$ cat config.mk
export PLATFORM = sky130hd
export DESIGN_NAME = mulhl_unit
export DESIGN_NICKNAME = d
export VERILOG_FILES = /design/src/rtl/mulhl_pkg.sv /design/src/rtl/mulhl_booth_core.sv /design/src/rtl/mulhl_fit_check.sv /design/src/rtl/mulhl_unit.sv
export SDC_FILE = /design/constraint.sdc
export NUM_CORES = 1
export LEC_CHECK = 0
export CORE_UTILIZATION = 70
export CTS_BUF_LIST = sky130_fd_sc_hd__clkbuf_4 sky130_fd_sc_hd__clkbuf_8
export DETAILED_ROUTE_END_ITERATION = 7
export DONT_BUFFER_PORTS = 1
export GPL_TIMING_DRIVEN = 0
export PLACE_DENSITY = 0.89
export SETUP_SLACK_MARGIN = 0.02
export SLEW_MARGIN = 10
export SYNTH_ARGS = -nofsm -noshare
export SYNTH_HDL_FRONTEND = slang
export SYNTH_SLANG_ARGS = --single-unit
$ cat constraint.sdc
create_clock -name clk -period 8.9 [get_ports clk]
set_clock_uncertainty 0.05 [all_clocks]
set_input_delay 1.335 -clock clk [delete_from_list [all_inputs] [get_ports clk]]
set_output_delay 1.335 -clock clk [all_outputs]
set_load 0.02 [all_outputs]
$ cat src/rtl/mulhl_pkg.sv
// Shared command encoding for the multiply unit.
package mulhl_pkg;
    typedef enum logic [1:0] {
        OP_MUL_S = 2'b00,
        OP_MUL_U = 2'b01,
        OP_RD_HI = 2'b10,
        OP_RD_LO = 2'b11
    } mulhl_op_e;
endpackage

$ cat src/rtl/mulhl_booth_core.sv
// Sequential radix-2 recoded multiplier.
// Operands are widened by one bit (sign or zero), so one engine serves both
// signedness modes. Takes W+1 steps after start, then raises done for one
// cycle. Assumes start is only given while idle.
module mulhl_booth_core #(
    parameter int W = 32
) (
    input  logic           clk,
    input  logic           rst_n,
    input  logic           start,
    input  logic           sgn,
    input  logic [W-1:0]   op_a,
    input  logic [W-1:0]   op_b,
    output logic           done,
    output logic [2*W-1:0] product
);
    localparam int XW    = W + 1;
    localparam int AW    = W + 2;
    localparam int CNT_W = $clog2(W + 2);
    localparam logic [CNT_W-1:0] LAST = CNT_W'(W);

    typedef enum logic [1:0] {S_IDLE, S_RUN, S_DONE} st_e;

    st_e              st_q;
    logic [CNT_W-1:0] cnt_q;
    logic [AW-1:0]    acc_q;
    logic [XW-1:0]    mq_q;
    logic             qm1_q;
    logic [AW-1:0]    mcand_q;
    logic [AW-1:0]    sum;

    // Add or subtract the multiplicand as the recoded bit pair asks.
    always_comb begin
        case ({mq_q[0], qm1_q})
            2'b10:   sum = acc_q - mcand_q;
            2'b01:   sum = acc_q + mcand_q;
            default: sum = acc_q;
        endcase
    end

    // Sequencer and datapath: load, step with arithmetic shift, signal done.
    always_ff @(posedge clk) begin
        if (!rst_n) begin
            st_q    <= S_IDLE;
            cnt_q   <= '0;
            acc_q   <= '0;
            mq_q    <= '0;
            qm1_q   <= 1'b0;
            mcand_q <= '0;
        end else begin
            case (st_q)
                S_IDLE: if (start) begin
                    st_q    <= S_RUN;
                    cnt_q   <= '0;
                    acc_q   <= '0;
                    qm1_q   <= 1'b0;
                    mq_q    <= {sgn & op_b[W-1], op_b};
                    mcand_q <= {{2{sgn & op_a[W-1]}}, op_a};
                end
                S_RUN: begin
                    acc_q <= {sum[AW-1], sum[AW-1:1]};
                    mq_q  <= {sum[0], mq_q[XW-1:1]};
                    qm1_q <= mq_q[0];
                    cnt_q <= cnt_q + 1'b1;
                    if (cnt_q == LAST) st_q <= S_DONE;
                end
                default: st_q <= S_IDLE;
            endcase
        end
    end

    assign done    = (st_q == S_DONE);
    assign product = {acc_q[W-2:0], mq_q};

    // done lasts exactly one cycle.
    assert_done_pulse_R5: assert property (@(posedge clk) disable iff (!rst_n)
        done |=> !done);
    // The step counter never passes the last step.
    assert_cnt_bound_R5: assert property (@(posedge clk) disable iff (!rst_n)
        (st_q == S_RUN) |-> (cnt_q <= LAST));
endmodule

$ cat src/rtl/mulhl_fit_check.sv
// Decides whether a 2W-bit product can be represented in W bits.
// Unsigned: the high half is zero. Signed: the high half repeats the low sign bit.
module mulhl_fit_check #(
    parameter int W = 32
) (
    input  logic         sgn,
    input  logic [W-1:0] hi,
    input  logic [W-1:0] lo,
    output logic         fits
);
    // Pick the rule for the product's signedness.
    always_comb begin
        if (sgn) fits = (hi == {W{lo[W-1]}});
        else     fits = (hi == '0);
    end
endmodule

$ cat src/rtl/mulhl_unit.sv
// Multiply unit with dedicated high/low result registers.
// Decodes commands, runs multiplies on the sequential core, holds the result
// and fit status, and serves register reads. Assumes the caller holds a
// command on the inputs until an edge where busy is low.
module mulhl_unit #(
    parameter int W = 32
) (
    input  logic         clk,
    input  logic         rst_n,
    input  logic         cmd_valid,
    input  logic [1:0]   cmd_op,
    input  logic [W-1:0] cmd_a,
    input  logic [W-1:0] cmd_b,
    output logic         busy,
    output logic         rd_valid,
    output logic [W-1:0] rd_data,
    output logic         fits_n
);
    import mulhl_pkg::*;

    mulhl_op_e      op;
    logic           accept, is_mul, core_done, fit_new;
    logic [2*W-1:0] core_prod;
    logic           busy_q, sgn_q, fits_q, rd_valid_q;
    logic [W-1:0]   hi_q, lo_q, rd_data_q;

    assign op     = mulhl_op_e'(cmd_op);
    assign accept = cmd_valid && !busy_q;
    assign is_mul = (op == OP_MUL_S) || (op == OP_MUL_U);

    mulhl_booth_core #(.W(W)) core_i (
        .clk     (clk),
        .rst_n   (rst_n),
        .start   (accept && is_mul),
        .sgn     (op == OP_MUL_S),
        .op_a    (cmd_a),
        .op_b    (cmd_b),
        .done    (core_done),
        .product (core_prod)
    );

    mulhl_fit_check #(.W(W)) fit_i (
        .sgn  (sgn_q),
        .hi   (core_prod[2*W-1:W]),
        .lo   (core_prod[W-1:0]),
        .fits (fit_new)
    );

    // Busy interlock and signedness of the multiply in flight.
    always_ff @(posedge clk) begin
        if (!rst_n) begin
            busy_q <= 1'b0;
            sgn_q  <= 1'b0;
        end else if (accept && is_mul) begin
            busy_q <= 1'b1;
            sgn_q  <= (op == OP_MUL_S);
        end else if (core_done) begin
            busy_q <= 1'b0;
        end
    end

    // Result registers and fit status, written when a multiply completes.
    always_ff @(posedge clk) begin
        if (!rst_n) begin
            hi_q   <= '0;
            lo_q   <= '0;
            fits_q <= 1'b1;
        end else if (core_done) begin
            hi_q   <= core_prod[2*W-1:W];
            lo_q   <= core_prod[W-1:0];
            fits_q <= fit_new;
        end
    end

    // Read port: one-cycle result for an accepted read command.
    always_ff @(posedge clk) begin
        if (!rst_n) begin
            rd_valid_q <= 1'b0;
            rd_data_q  <= '0;
        end else begin
            rd_valid_q <= accept && !is_mul;
            if (accept && !is_mul)
                rd_data_q <= (op == OP_RD_HI) ? hi_q : lo_q;
        end
    end

    assign busy     = busy_q;
    assign rd_valid = rd_valid_q;
    assign rd_data  = rd_data_q;
    assign fits_n   = fits_q;

    // An accepted multiply raises busy on the next cycle.
    assert_busy_rise_R5: assert property (@(posedge clk) disable iff (!rst_n)
        (cmd_valid && !busy && is_mul) |=> busy);
    // No read completes in the cycle after a busy cycle.
    assert_no_read_busy_R5: assert property (@(posedge clk) disable iff (!rst_n)
        busy |=> !rd_valid);
    // Result registers hold unless the core finishes.
    assert_hilo_hold_R9: assert property (@(posedge clk) disable iff (!rst_n)
        !core_done |=> ($stable(hi_q) && $stable(lo_q) && $stable(fits_n)));
    // Unsigned fit status agrees with the stored high half.
    assert_fit_unsigned_R7: assert property (@(posedge clk) disable iff (!rst_n)
        (!busy && !sgn_q && fits_n) |-> (hi_q == '0));
    // Signed fit status agrees with the stored halves.
    assert_fit_signed_R8: assert property (@(posedge clk) disable iff (!rst_n)
        (!busy && sgn_q && fits_n) |-> (hi_q == {W{lo_q[W-1]}}));
    // A read result arrives exactly one cycle after acceptance.
    assert_read_timing_R3: assert property (@(posedge clk) disable iff (!rst_n)
        rd_valid |-> $past(cmd_valid && !busy));
endmodule

==> impl_metrics.ini <==
[power]
pwr-share-clk = 0.335
p_comb_frac = 0.280
ir_drop_uv = 153
powerDensity_mw_per_mm2 = 227
power.switching_uw = 931
power.internal_uw = 1790
seq_power_share = 0.385
leakage_uw = 0.00438
p_sw_frac = 0.342

[route]
wl_per_cell_um = 19.2
drt.antenna.violating_nets = 0
drc_errors = 0
routed_wl_um = 31700
drt_iter0_markers = 887
first_pass_iters = 5
vias = 10700
drt-vias-per-instance = 6.46

[finish]
utilization = 0.785
fillerInstances = 1084
postLayoutCellArea_mm2 = 0.0120
mostFrequentLayoutCells = 273 x nand2_1, 208 x dfxtp_1, 136 x a21boi_0
layout.cells.most_common = nand2_1
area_growth_pct = 9.28
drive_gt1_frac = 0.0492
antenna_cells = 0
fin_nets = 1525

[sta]
tightestPinTransition_ns = 0.950
max_freq_mhz = 195
rsz0062_at_grt = no
fin_crit_ns = 5.14
slew_viol_final = 0
post-route-worst-setup-slack_ns = 3.76
relSlewSlack = 0.362
period_share = 0.577
hold_viol_final = 0
setup_viol = 0
finalSetupTns_ns = 0

[placement]
place_hpwl_um = 23200
pre_cts_slack_ns = 3.80
gp_congestion = 0.943
post_dp_cell_area_mm2 = 0.0112
portBuffers = 0

[clocking]
cts_setup_buffers = 0
tritoncts = built
clockBufferDepth = 3
clk_latency_ns = 0.54
numClockSinks = 208
clk_pin_slew_ns = 0.06
cts-root-buf = clkbuf_8
hold_buffers = 0
postCtsResizedCells = 0
htree_levels = 2
cts_buffers = 35

[flow_run]
drv_cap = 0

[min_path]
holdPathStages = 2
min_path_type = register to register
hold_path_end = lo_q[19]
hp-start = lo_q[19]

[grt]
grt_overflow = 0
grt_usage = 0.388
grt_pass1_wl_um = 49800
first_global_vias = 9919
antenna_found_initial = 0
grt_max_degree = 11

[worst_setup_path]
end_kind = register
critPathRequiredTime_ns = 9.28
r2r_slack_ns = 3.76
r2r_end = core_i.acc_q[32]
crit_fanout = 8
crit_arrival_ns = 5.52
rr_startpoint = core_i.mcand_q[2]
worst_r2r_path_depth = 18
worst_setup_path_start_kind = register
path_class = register to register

[synthesis]
yosysTopAreaCell = dfxtp_1
syn_nets = 1488
synth_area_mm2 = 0.0110
yosysWarnings = 0
yosysSeqAreaShare = 0.380
ys_top_cells_by_area = dfxtp_1 38%, nand2_1 9.4%, a21boi_0 9.3%, o221ai_1 5.3%, ha_1 4.2%
syn-instance-count = 1381
synth_edf_count = 0
synthFlopType = dfxtp_1
syn_avg_cell_area_um2 = 7.93
async_reset_ff_frac = 0
synth.top_cell.area_share = 0.380
synthDistinctLibCells = 59
ys_ff_latch = 208

[floorplan]
dieWidth_um = 127
core-area_mm2 = 0.0153
die_area_mm2 = 0.0162
die_h_um = 127
ios = 104
initial_core_util = 0.718
row_count = 45

[outcome]
status = completed
## Yosys cell counts (2+ instances only)
| cell | instances |
|---|---|
| clkbuf_1 | 86 |
| a21o_1 | 13 |
| inv_1 | 27 |
| nor3b_1 | 2 |
| nor3_1 | 20 |
| nor2b_1 | 11 |
| o21a_1 | 7 |
| nand3_1 | 21 |
| xnor2_1 | 17 |
| ha_1 | 37 |
| and3b_1 | 3 |
| o22ai_1 | 30 |
| a21oi_1 | 77 |
| or4_4 | 2 |
| o211a_1 | 5 |
| or2_2 | 2 |
| o221ai_1 | 66 |
| a311oi_1 | 2 |
| o21ai_0 | 48 |
| xor2_1 | 38 |
| mux2i_1 | 5 |
| dfxtp_1 | 208 |
| buf_1 | 7 |
| nor4_1 | 17 |
| a31oi_1 | 10 |
| nand4_1 | 22 |
| or3_1 | 3 |
| a21boi_0 | 136 |
| o21bai_1 | 11 |
| o31ai_1 | 3 |
| o21ai_1 | 3 |
| nand2b_1 | 7 |
| o211ai_1 | 4 |
| and2_1 | 8 |
| nand3b_1 | 4 |
| nand2_1 | 273 |
| a211o_1 | 3 |
| nor2_1 | 108 |
| a211oi_1 | 8 |
| and3_1 | 8 |
## metal layers
metal  routed length [um]  global-route usage
met4                 1360               0.202
met5                    0                   0
met2                14900               0.665
met1                12600               0.461
met3                 2930              0.0787
## final cells by class
cell class                      instances  area (um2)  area share
Inverter                               27         101     0.00846
Clock inverter                          6        65.1     0.00543
Sequential cell                       208        4160       0.348
Multi-Input combinational cell       1053        6340       0.530
Clock buffer                           55         688      0.0575
Buffer                                 93         349      0.0292
Tap cell                              211         264      0.0220
## cell families after synthesis
family,count (synthesis),synth area share
and+or+nand+nor,518,0.209
adders and majority gates,38,0.0441
buffers and inverters,120,0.0411
AOI/OAI and AO/OA,435,0.275
DFF,208,0.380
xor gates and xnor gates,55,0.0440
muxes,7,0.00696
## worst max-delay path by stage
stage	start	to	slack [ns]	cells after the start
finish	core_i.mcand_q[2]	core_i.acc_q[32]	3.76	18
global route	core_i.mcand_q[2]	core_i.acc_q[32]	3.42	18
CTS	core_i.mcand_q[2]	core_i.acc_q[32]	3.82	18
detailed placement	core_i.mcand_q[2]	core_i.acc_q[32]	3.80	18
global placement	core_i.mcand_q[2]	core_i.acc_q[32]	3.90	18
floorplan	core_i.mcand_q[2]	core_i.acc_q[32]	4.69	18
## flip-flops by register name, indices dropped and copies added (netlist names)
signal and count:
fits_n 1, sgn_q 1, core_i.acc_q 33, core_i.cnt_q 6, hi_q 32, rd_data 32
lo_q 32, rd_valid 1, core_i.mcand_q 33, busy 1, core_i.st_q 2, core_i.qm1_q 1
core_i.mq_q 33
## critical path, cell delays in order (launching register included)
cell and delay [ns]:
dfxtp_1 0.37, nor4_2 0.56, and3_1 0.33, and3b_1 0.19
nor2b_1 0.33, nand2_1 0.09, nor2_1 0.22, a21oi_1 0.13
xor2_1 0.20, ha_1 0.28, clkbuf_1 0.30, nand4_1 0.30
nor4_1 0.39, o21ai_0 0.14, o21bai_1 0.25, a2111o_1 0.48
nand3_1 0.10, o21ai_1 0.07, mux2_4 0.26
## power groups by stage
stage          clock [uW]  combinational, uW  sequential [uW]
4_1_cts               912                748             1040
6_report              912                761             1050
5_1_grt               957                844             1050
3_5_place_dp            0                742             1060
2_1_floorplan           0                589             1040
3_3_place_gp            0                734             1060
## through the flow
step / hold slack [ns] / std cells / power [uW]
floorplan: 0.393 / 1381 / 1630
global placement: 0.401 / 1592 / 1790
detailed placement: 0.406 / 1592 / 1800
CTS: 0.414 / 1653 / 2700
global route: 0.435 / 1653 / 2850
finish: 0.415 / 1653 / 2720
No activity file was read; power rests on OpenSTA's default activity.
